**config.mk**
```make
export PLATFORM = sky130hd
export DESIGN_NAME = iter_divider
export DESIGN_NICKNAME = d
export VERILOG_FILES = /design/src/rtl/div_pkg.sv /design/src/rtl/divq_operand_prep.sv /design/src/rtl/divq_step.sv /design/src/rtl/divq_sign_fix.sv /design/src/rtl/iter_divider.sv
export SDC_FILE = /design/constraint.sdc
export NUM_CORES = 1
export LEC_CHECK = 0
export ABC_CLOCK_PERIOD_IN_PS = 3100
export BUFFER_PORTS_ARGS = -buffer_cell sky130_fd_sc_hd__buf_4
export CORE_UTILIZATION = 40
export CTS_BUF_LIST = sky130_fd_sc_hd__clkbuf_4 sky130_fd_sc_hd__clkbuf_8 sky130_fd_sc_hd__clkbuf_16
export DETAILED_ROUTE_END_ITERATION = 12
export GPL_TIMING_DRIVEN = 0
export PLACE_DENSITY = 0.62
export SLEW_MARGIN = 20
export SYNTH_ARGS = -nofsm -noshare
export SYNTH_HDL_FRONTEND = slang
export SYNTH_SLANG_ARGS = --single-unit
```
**constraint.sdc**
```tcl
create_clock -name clk -period 3.1 [get_ports clk]
set_input_delay 0.465 -clock clk [delete_from_list [all_inputs] [get_ports clk]]
set_output_delay 0.465 -clock clk [all_outputs]
set_load 0.005 [all_outputs]
```
**src/rtl/div_pkg.sv**
```systemverilog
package div_pkg;
   typedef enum logic [1:0] {
      ST_IDLE = 2'd0,
      ST_RUN  = 2'd1,
      ST_FIX  = 2'd2
   } div_state_e;
endpackage

```
**src/rtl/divq_operand_prep.sv**
```systemverilog
module divq_operand_prep #(
   parameter int                 W             = 32,
   parameter int                 OPX_W         = 6,
   parameter logic [OPX_W-1:0]   OPC_SIGNED    = 'h25,
   parameter bit                 ENABLE_SIGNED = 1'b1
) (
   input  logic [OPX_W-1:0] opx,
   input  logic [W-1:0]     a_in,
   input  logic [W-1:0]     b_in,
   output logic [W-1:0]     a_mag,
   output logic [W-1:0]     b_mag,
   output logic             neg
);
   generate
      if (ENABLE_SIGNED) begin : g_signed
         logic is_signed, a_neg, b_neg;
         assign is_signed = (opx == OPC_SIGNED);
         assign a_neg     = is_signed & a_in[W-1];
         assign b_neg     = is_signed & b_in[W-1];
         assign a_mag     = a_neg ? (~a_in + 1'b1) : a_in;
         assign b_mag     = b_neg ? (~b_in + 1'b1) : b_in;
         assign neg       = a_neg ^ b_neg;
      end else begin : g_unsigned_only
         logic unused_opx;
         assign unused_opx = ^opx;
         assign a_mag      = a_in;
         assign b_mag      = b_in;
         assign neg        = 1'b0;
      end
   endgenerate
endmodule

```
**src/rtl/divq_step.sv**
```systemverilog
module divq_step #(
   parameter int W = 32
) (
   input  logic [W-1:0] rem_in,
   input  logic [W-1:0] rq_in,
   input  logic [W-1:0] dvs,
   output logic [W-1:0] rem_out,
   output logic [W-1:0] rq_out
);
   localparam int WX = W + 1;

   logic [WX-1:0] rem_sh;
   logic [WX-1:0] diff;
   logic          ge;

   assign rem_sh  = {rem_in, rq_in[W-1]};
   assign diff    = rem_sh - {1'b0, dvs};
   assign ge      = (rem_sh >= {1'b0, dvs});
   assign rem_out = ge ? diff[W-1:0] : rem_sh[W-1:0];
   assign rq_out  = {rq_in[W-2:0], ge};
endmodule

```
**src/rtl/divq_sign_fix.sv**
```systemverilog
module divq_sign_fix #(
   parameter int W = 32
) (
   input  logic [W-1:0] q_in,
   input  logic         neg,
   output logic [W-1:0] q_out
);
   assign q_out = neg ? (~q_in + 1'b1) : q_in;
endmodule

```
**src/rtl/iter_divider.sv**
```systemverilog
module iter_divider
   import div_pkg::*;
#(
   parameter int                 W             = 32,
   parameter int                 OPX_W         = 6,
   parameter logic [OPX_W-1:0]   OPC_SIGNED    = 'h25,
   parameter bit                 ENABLE_SIGNED = 1'b1
) (
   input  logic             clk,
   input  logic             rst_n,
   input  logic             start,
   input  logic [OPX_W-1:0] opx,
   input  logic [W-1:0]     src1,
   input  logic [W-1:0]     src2,
   output logic [W-1:0]     quotient,
   output logic             done
);
   localparam int CW = $clog2(W + 1);

   generate
      if (W < 2) begin : g_bad_width
         $error("iter_divider: W must be at least 2");
      end
      if (OPX_W < 1) begin : g_bad_opx
         $error("iter_divider: OPX_W must be at least 1");
      end
   endgenerate

   div_state_e    state_q;
   logic [CW-1:0] cnt_q;
   logic [W-1:0]  rq_q, rem_q, dvs_q, quot_q;
   logic          neg_q, done_q;

   logic [W-1:0]  a_mag, b_mag, rq_n, rem_n, q_fixed;
   logic          neg_n;

   divq_operand_prep #(
      .W(W), .OPX_W(OPX_W), .OPC_SIGNED(OPC_SIGNED), .ENABLE_SIGNED(ENABLE_SIGNED)
   ) u_prep (
      .opx(opx), .a_in(src1), .b_in(src2),
      .a_mag(a_mag), .b_mag(b_mag), .neg(neg_n)
   );

   divq_step #(.W(W)) u_step (
      .rem_in(rem_q), .rq_in(rq_q), .dvs(dvs_q),
      .rem_out(rem_n), .rq_out(rq_n)
   );

   divq_sign_fix #(.W(W)) u_fix (
      .q_in(rq_q), .neg(neg_q), .q_out(q_fixed)
   );

   always_ff @(posedge clk or negedge rst_n) begin
      if (!rst_n) begin
         state_q <= ST_IDLE;
         cnt_q   <= '0;
         rq_q    <= '0;
         rem_q   <= '0;
         dvs_q   <= '0;
         neg_q   <= 1'b0;
         quot_q  <= '0;
         done_q  <= 1'b0;
      end else begin
         done_q <= 1'b0;
         case (state_q)
            ST_IDLE: begin
               if (start) begin
                  rq_q    <= a_mag;
                  dvs_q   <= b_mag;
                  rem_q   <= '0;
                  neg_q   <= neg_n;
                  cnt_q   <= CW'(W);
                  state_q <= ST_RUN;
               end
            end
            ST_RUN: begin
               rq_q  <= rq_n;
               rem_q <= rem_n;
               cnt_q <= cnt_q - 1'b1;
               if (cnt_q == CW'(1)) state_q <= ST_FIX;
            end
            ST_FIX: begin
               quot_q  <= q_fixed;
               done_q  <= 1'b1;
               state_q <= ST_IDLE;
            end
            default: state_q <= ST_IDLE;
         endcase
      end
   end

   assign quotient = quot_q;
   assign done     = done_q;

   // completion is a single-cycle pulse
   assert_done_pulse_R6: assert property (@(posedge clk) disable iff (!rst_n)
      done |=> !done);

   // a start during a run leaves the loaded divisor and sign untouched
   assert_busy_ignores_start_R7: assert property (@(posedge clk) disable iff (!rst_n)
      (start && state_q != ST_IDLE) |=> ($stable(dvs_q) && $stable(neg_q)));

   // any opcode other than the signed one loads a clear sign flag
   assert_unsigned_sign_R1: assert property (@(posedge clk) disable iff (!rst_n)
      (start && state_q == ST_IDLE && opx != OPC_SIGNED) |=> !neg_q);

   // restoring invariant, partial remainder stays below a nonzero divisor
   assert_rem_below_divisor_R2: assert property (@(posedge clk) disable iff (!rst_n)
      (state_q == ST_RUN && dvs_q != '0) |-> (rem_q < dvs_q));

   // iteration counter never exceeds the width and is nonzero while running
   assert_count_bound_R6: assert property (@(posedge clk) disable iff (!rst_n)
      (state_q == ST_RUN) |-> (cnt_q != '0 && cnt_q <= CW'(W)));
endmodule

```
# After elaboration in Yosys (flattened, before gate mapping)
# Index checks and enable logic that the tools add are counted.
[totals] in_bits=73 ff_bits=138 out_inout_bits=33 elab_cells=45
[op_classes] n_reduce_logical=5 bitwise_logic=6 eq_ne=6 order_cmp=1 muxes=14 n_addsub=5
[op_table] op="two-way mux 32 bit" n=6
[op_table] op="case mux 32 bit (2 select lines)" n=2
[op_table] op="adder 32 x 1 -> 32 bit (second input constant)" n=3
[op_table] op="inverter 32 bit" n=3
[op_table] op="greater-or-equal comparator 33 x 32 -> 1 bit" n=1
[op_table] op="subtractor 32 bit" n=1
[op_table] op="case mux 6 bit (2 select lines)" n=1
[op_table] op="== test 6 x 1 -> 1 bit (second input constant)" n=1
[op_table] op="== test 6 bit (second input constant)" n=1
[op_table] op="two-way mux 6 bit" n=1
[op_table] op="AND reduction 2 bit" n=3
[op_table] op="subtractor 6 x 1 -> 6 bit (second input constant)" n=1
[op_table] op="two-way mux 2 bit" n=2
[op_table] op="inequality test 2 bit (second input constant)" n=2
[op_table] op="case mux 2 bit (2 select lines)" n=1
[op_table] op="bitwise AND 1 bit" n=2
[op_table] op="== test 2 x 1 -> 1 bit (second input constant)" n=1
[op_table] op="== test 2 bit (second input constant)" n=1
[op_table] op="zero test 2 bit" n=1
[op_table] op="nonzero test 2 bit" n=1
[op_table] op="two-way mux 1 bit" n=1
[op_table] op="XOR 1 bit" n=1

# Logic depth before layout (Yosys ltp)
# Gate-level depths: netlist of the first run.
[logic_depth] ltp_word=5 depth_mapped=13 ltp_nobuf=12

# Cells and area by module
# From an unflattened synthesis of the first run, not the netlist that was laid out.
[unflattened] hier_cells=1217 area_unflattened_um2=10411.2
[modules_own_cells] module="iter_divider" seq_area_each_um2=3453.3 area_per_inst_um2=5515.3 cells_each=531 instances=1
[modules_own_cells] module="divq_step" seq_area_each_um2=0.0 area_per_inst_um2=2571.2 cells_each=355 instances=1
[modules_own_cells] module="divq_operand_prep" seq_area_each_um2=0.0 area_per_inst_um2=1547.7 cells_each=232 instances=1
[modules_own_cells] module="divq_sign_fix" seq_area_each_um2=0.0 area_per_inst_um2=777.0 cells_each=99 instances=1

# Least setup slack after synthesis of the first run
# Ideal clock, no wire load.
[synth_timing] path_kind="register to register" start="reg rem_q[7]" end="reg rem_q[30]" period_less_slack_ps=2707 path_slack_ps=393 setup_time_ps=122 t_required_ps=2978 path_buffers=2 path_stages_with_launch=13 arrival_ps=2585 cell_sequence="dfrtp_1 ha_1 clkbuf_1 nand2_1 o21ai_0 and3_1 o2111ai_1 a21oi_1 nor2_1 a21oi_1 buf_2 o21ai_0 a32o_1"
[synth_between] elab_chain_len=3 elab_cells_between_ends=4 cone_classes="add/sub (1); order compare (1); mux (2)"
[synth_rtl] element="start, declared" line="iter_divider.sv:31" rtl="logic [W-1:0] rq_q, rem_q, dvs_q, quot_q;"
[synth_rtl] element="start signal, assigned" line="iter_divider.sv:78" rtl="rem_q <= rem_n;"
[synth_rtl] element="subtractor 32 bit / greater-or-equal comparator 33 x 32 -> 1 bit (equally long branches)" line="divq_step.sv:17, divq_step.sv:18"
[synth_rtl] element="two-way mux 32 bit (*)" line="divq_step.sv:19" rtl="assign rem_out = ge ? diff[W-1:0] : rem_sh[W-1:0];"
[synth_rtl] element="case mux 32 bit (2 select lines) (*)" line="iter_divider.sv:65" rtl="case (state_q)"
# Mark *: on every way between the ends. The rest lies on a longest branch, timed or not.
# A chain may end at the register's enable or synchronous reset.

# Final worst setup path of the first run
[layout_timing] start="reg rq_q[31]" end="reg rem_q[30]"
[layout_between] elab_chain_len=3 elab_cells_between_ends=4 cone_classes="add/sub (1); order compare (1); mux (2)"
[layout_rtl] element="start, declared" line="iter_divider.sv:31"
[layout_rtl] element="start signal, assigned" line="iter_divider.sv:68" rtl="rq_q <= a_mag;"
[layout_rtl] element="start signal, assigned" line="iter_divider.sv:77" rtl="rq_q <= rq_n;"
[layout_rtl] element="subtractor 32 bit / greater-or-equal comparator 33 x 32 -> 1 bit (equally long branches)" line="divq_step.sv:17, divq_step.sv:18"
[layout_rtl] element="two-way mux 32 bit (*)" line="divq_step.sv:19"
[layout_rtl] element="case mux 32 bit (2 select lines) (*)" line="iter_divider.sv:65"
# Marked as above.

==> metrics.cfg, run 1 <==
[cells_and_area]
utilization_pct = 49.3
final_nets = 1314
syn_to_final_growth_pct = 20.9
finalNonFillerCells = 1501
multiInputGateArea_sq_um = 5430
diodes = 0
n_fill_cell = 2193
drive_gt1_share_pct = 14.4
regArea_sq_um = 3450

[detailed_routing]
vias_per_cell = 5.47
num_vias = 8213
drt_iter0_drc = 486
drc = 0
antenna_left = 0
wl_mm = 24.0
first_pass_iters = 7
wl_per_cell_um = 16.0

[placement]
place_inst = 1471
gp_congestion = 0.919
dp_hpwl_mm = 18.3
place.port_buffers = 105

[timing]
min_period_ps = 2980
finClkSkew_ps = 9.14
maxSlewViolCount = 0
holdWs_ps = 39.2
worstMarginPinSlew_ps = 716
finalCritPeriodShare_pct = 96.0
final_hold_viol_count = 0
setup_viol_count_final = 0
slew_headroom_pct = 52.1
fmax_mhz = 336

[critical_path]
crit_path_end_kind = flop
critical_path_arrival_ps = 3290
required_ps = 3410
cp_max_fo = 5
worst-setup-path-type = reg2reg
critPathLaunchType = flop

[clock_network]
clk_pin_slew_ps = 60
ctsHoldBuffers = 0
clk_latency_ps = 430
cts_htree_levels = 4
cts-root-buf = clkbuf_16
cts_tree = yes
cts.sinks = 138
clockBufferDepth = 2
numCtsBuffers = 17

[run_status]
status = completed

[synthesis]
yosysSeqAreaShare_pct = 37.5
post_synth_inst_count = 1080
synth_flop_cell = dfrtp_1
synthesis.nets = 1191
yosysMostFrequentCell = o21ai_0
synth-edff-count = 0
yosysTopAreaCellShare_pct = 37.5
syn-mean-instance-area_sq_um = 8.52
yosysWarnings = 0
synth_top_area_cell = dfrtp_1
synth_area_sq_um = 9200
ys_top_cells_by_count = o21ai_0 (148), dfrtp_1 (138), nand2_1 (123)
ys_types = 65
async_flop_share_pct = 100
ys_ff_latch = 138
yosys-top-cells-area = dfrtp_1 (38%), o21ai_0 (8.1%), xor2_1 (6.1%)

[global_route]
grt_max_degree = 84
antenna_found_initial = 0
grt_usage_pct = 20.8
grt_pass1_wl_mm = 39.2
gr-total-overflow = 0
grt_pass1_vias = 7811

[floorplan]
die_w_um = 154
initial_core_util_pct = 40.8
coreArea_sq_um = 22600
die_y_um = 154
dieArea_sq_um = 23600
pin_count = 106
num_rows = 55

[flow_run]
maxCapViolations = 0

[pwr]
peakVddDrop_mv = 0.369
power_mw = 9.51
power.density_nw_per_um2 = 855
p_leak_nw = 4.72

[hold_path]
hold_class = in2async

## layout by cell type (no fill, tap or decap), types with 7 or more instances in the layout
cell type,n
a21o_1,12
a21oi_1,52
a22oi_1,31
buf_4,106
clkbuf_1,46
clkbuf_16,17
dfrtp_1,138
ha_1,37
inv_1,54
inv_6,9
mux2i_1,24
nand2_1,122
nand2b_1,9
nand3_1,46
nor2_1,57
nor3_1,18
nor4_1,10
o21a_1,8
o21ai_0,147
o21ai_1,16
o21bai_1,7
o31ai_1,16
o41ai_1,9
or4_1,9
xnor2_1,52
xor2_1,64
## path summary, 6_finish.rpt
check,to,cells past startpoint,startpoint,slack [ps]
min in group clk,rq_q[0],3,src1[0],320
max in group asynchronous,dvs_q[8],2,rst_n,2370
worst max-delay path,rem_q[30],12,rq_q[31],120
worst min-delay path,quotient[31],1,rst_n,40
worst min register to register,dvs_q[26],2,dvs_q[26],480
worst max register to register,rem_q[30],12,rq_q[31],120
## power by group
part | internal [mW] | switching [mW]
Clock | 1.30 | 0.890
Sequential | 2.45 | 0.592
Combinational | 1.77 | 2.50
Total | 5.52 | 3.99
## flip-flops by register name, indices dropped and copies added, names as in the netlist
name      cells
dvs_q        32
quotient     32
rem_q        32
rq_q         32
cnt_q         6
state_q       2
done          1
neg_q         1
## area by class of cell
| class | instances | share of cell area, % |
|---|---|---|
| repair buffers | 108 | 7.54 |
| flip-flops and latches | 138 | 31.1 |
| inverters | 54 | 1.82 |
| clock inverters | 15 | 1.79 |
| clock buffers | 17 | 3.83 |
| multi-input cells | 833 | 48.8 |
| plain buffers | 51 | 1.92 |
| well taps | 285 | 3.21 |
## worst max-delay path, stage by stage (launching register included)
cell and delay (ps):
dfrtp_1 390, inv_1 180, ha_1 220, fa_1 220, nor2b_1 70, o31a_1 300, o21ai_4 310, o31ai_4 100
a21o_1 240, a221oi_2 280, and3_1 180, o21ai_0 90, a32o_1 270
## layer usage
metal	vias up	GRT usage (%)	part of all wire, %	wire, um
met5	-	0	0	0
met3	27	3.35	4.3	1020
met1	3889	27.2	46	11100
li1	4087	-	-	-
met2	210	35.1	48	11600
met4	0	6.76	1.4	348
## kinds of logic after synthesis
logic type,count (synthesis),synth area share (%)
mux,26,2.86
buf+inv,109,4.49
fa+ha+maj,38,5.25
simple gates,320,16.9
flops,138,37.5
compound gates,333,21.9
xor+xnor,116,11.0
## stage by stage
step	setup slack, ps	area [sq um]	setup TNS (ps)
6_report	123	11100	0
4_1_cts	7.73	11000	0
5_1_grt	-13.9	11100	-13.9
3_3_place_gp	-409	10300	-10220
3_5_place_dp	-396	10400	-9470
2_1_floorplan	393	9200	0
## what timing repair did
item                                   4_1_cts  5_1_grt
pin swaps                                    0        1
setup endpoints to repair                   33       33
endpoints found under the hold margin        0        0
setup buffers                                0        2
gates resized for setup                      8       16
cloned                                       0        0
(Power assumes the default switching activity.)
==> run 2, diff against run 1 <==
Settings changed: CORE_MARGIN from default to 2.
==> metrics.cfg, run 2 (synthesis gave the netlist of run 1 again) <==
[run_status]
status = completed

[cells_and_area]
n_fill_cell = 2172  ; -0.96%
utilization_pct = 49.1  ; -0.16 points
final_cell_mix = o21ai_0 (145), dfrtp_1 (138), nand2_1 (122), buf_4 (106), xor2_1 (64)
diodes = 0  ; unchanged
final_common_cell = o21ai_0
drive_gt1_share_pct = 14.7  ; +0.26 points
final_nets = 1313  ; -0.076%
syn_to_final_growth_pct = 20.8  ; about the same

[detailed_routing]
first_pass_iters = 5  ; -2
drt_iter0_drc = 438  ; -9.9%
num_vias = 8113  ; -1.2%
wl_per_cell_um = 16.3  ; +1.5%
vias_per_cell = 5.41  ; -1.2%
antenna_left = 0  ; unchanged
drc = 0  ; unchanged
wl_mm = 24.4  ; +1.5%

[clock_network]
ctsHoldBuffers = 0  ; unchanged
clk_pin_slew_ps = 60  ; about the same
numCtsBuffers = 17  ; unchanged
cts_tree = yes
cts-root-buf = clkbuf_16
cts_htree_levels = 4  ; unchanged
cts.sinks = 138  ; unchanged
clockBufferDepth = 2  ; unchanged
clk_latency_ps = 430  ; about the same

[pwr]
power.density_nw_per_um2 = 852  ; -0.44%
sw_frac_of_total_pct = 42.3  ; +0.34 points
p_leak_nw = 4.70  ; -0.45%
p_int_mw = 5.46  ; -1.0%
peakVddDrop_mv = 0.315  ; -15%
seq_power_share_pct = 32.2  ; +0.2 points
p_clk_share_pct = 22.3  ; -0.7 points
power_frac_comb_pct = 45.5  ; +0.6 points
switchingPower_mw = 4.00  ; +0.34%

[floorplan]
coreArea_sq_um = 22600  ; +0.31%
die_w_um = 156  ; +1.3%
initial_core_util_pct = 40.6  ; -0.12 points
num_rows = 55  ; unchanged
dieArea_sq_um = 24200  ; +2.6%
pin_count = 106  ; unchanged
die_y_um = 156  ; +1.3%

[timing]
fmax_mhz = 337  ; +0.23%
maxSlewViolCount = 0  ; unchanged
worstMarginPinSlew_ps = 723  ; +6.90 ps
finClkSkew_ps = 11.1  ; +2.00 ps
slew_headroom_pct = 51.3  ; -0.73 points
final_hold_viol_count = 0  ; unchanged
min_period_ps = 2970  ; -6.86 ps
setup_ws_ps = 130  ; +6.86 ps
finalCritPeriodShare_pct = 95.8  ; -0.22 points
holdWs_ps = 16.7  ; -22.5 ps
setup_viol_count_final = 0  ; unchanged

[global_route]
grt_pass1_vias = 7985  ; +2.2%
grt_usage_pct = 20.4  ; -0.39 points
grt_pass1_wl_mm = 39.7  ; +1.3%
grt_max_degree = 83  ; -1.2%
antenna_found_initial = 0  ; unchanged
gr-total-overflow = 0  ; unchanged

[placement]
place_ws_ps = -433  ; -37.2 ps
dp_hpwl_mm = 18.5  ; +1.1%
place.port_buffers = 105  ; unchanged
gp_congestion = 0.931  ; +1.3%

[critical_path]
crit_path_end_kind = flop
critical_path_arrival_ps = 3290  ; about the same
worst-setup-path-type = reg2reg
cp_max_fo = 5  ; unchanged
critPathLaunchType = flop
required_ps = 3420  ; about the same

[flow_run]
maxCapViolations = 0  ; unchanged

[hold_path]
hold_class = in2async

-- run 2: changes by cell type in the layout (fill, tap and decap cells not counted), sizes merged --
cell,before,now
bufinv,3,2
inv,65,64
clkinvlp,1,3
buf,113,112
-- run 2: layout make-up --
cell class                      instances  area (sq um)  share of cell area, %
Inverter                               54           203                   1.82
Tap cell                              285           357                   3.21
Multi-Input combinational cell        833          5460                   49.1
Sequential cell                       138          3450                   31.1
Clock buffer                           17           425                   3.83
Buffer                                 51           210                   1.89
Timing Repair Buffer                  107           831                   7.47
Clock inverter                         15           175                   1.58
-- run 2: through the flow --
step	TNS (ps)	cells	total power [mW]	cell area, sq um
CTS	0	1502	9.35	11000
detailed placement	-10510	1471	7.19	10400
floorplan	0	1080	5.91	9200
finish	0	1500	9.46	11100
global route	-39.8	1500	10.3	11100
global placement	-9890	1470	7.09	10300
-- run 2: final timing paths --
| kind | start | end | slack [ps] | cells past startpoint |
|---|---|---|---|---|
| min | rst_n | quotient[31] | 20 | 1 |
| min reg2reg | cnt_q[5] | cnt_q[5] | 470 | 1 |
| min in group clk | src2[1] | dvs_q[1] | 320 | 3 |
| max reg2reg | rq_q[31] | rem_q[30] | 130 | 12 |
| max in group asynchronous | rst_n | dvs_q[31] | 2380 | 2 |
| max | rq_q[31] | rem_q[30] | 130 | 12 |
-- run 2: per-layer routing --
metal / routed length (um) / GRT usage [%] / vias to the layer above
met5: 0 / 0 / -
met4: 187 / 4.81 / 0
met3: 1110 / 3.86 / 17
met2: 11700 / 35.1 / 204
met1: 11400 / 26.7 / 3801
li1: - / - / 4091
-- run 2: power by group through the flow --
stage / Clock (mW) / Sequential, mW / Combinational (mW)
5_1_grt: 2.22 / 3.15 / 4.89
3_3_place_gp: 0 / 3.04 / 4.05
4_1_cts: 2.14 / 3.03 / 4.18
6_report: 2.11 / 3.05 / 4.31
2_1_floorplan: 0 / 2.92 / 2.99
3_5_place_dp: 0 / 3.06 / 4.13
-- run 2: what timing repair did --
item / in CTS / in global routing
setup buffers: 0 / 1
setup endpoints to repair: 33 / 33
resized for setup: 9 / 21
pin swaps: 0 / 2
-- run 2: critical path, stage by stage, from the launching register on --
cell	delay, ps
dfrtp_1	400
inv_1	170
ha_1	220
fa_1	220
nor2b_1	70
o31a_1	290
o21ai_4	280
o31ai_4	100
a21o_1	230
a221oi_2	310
and3_1	210
o21ai_0	90
a32o_1	260
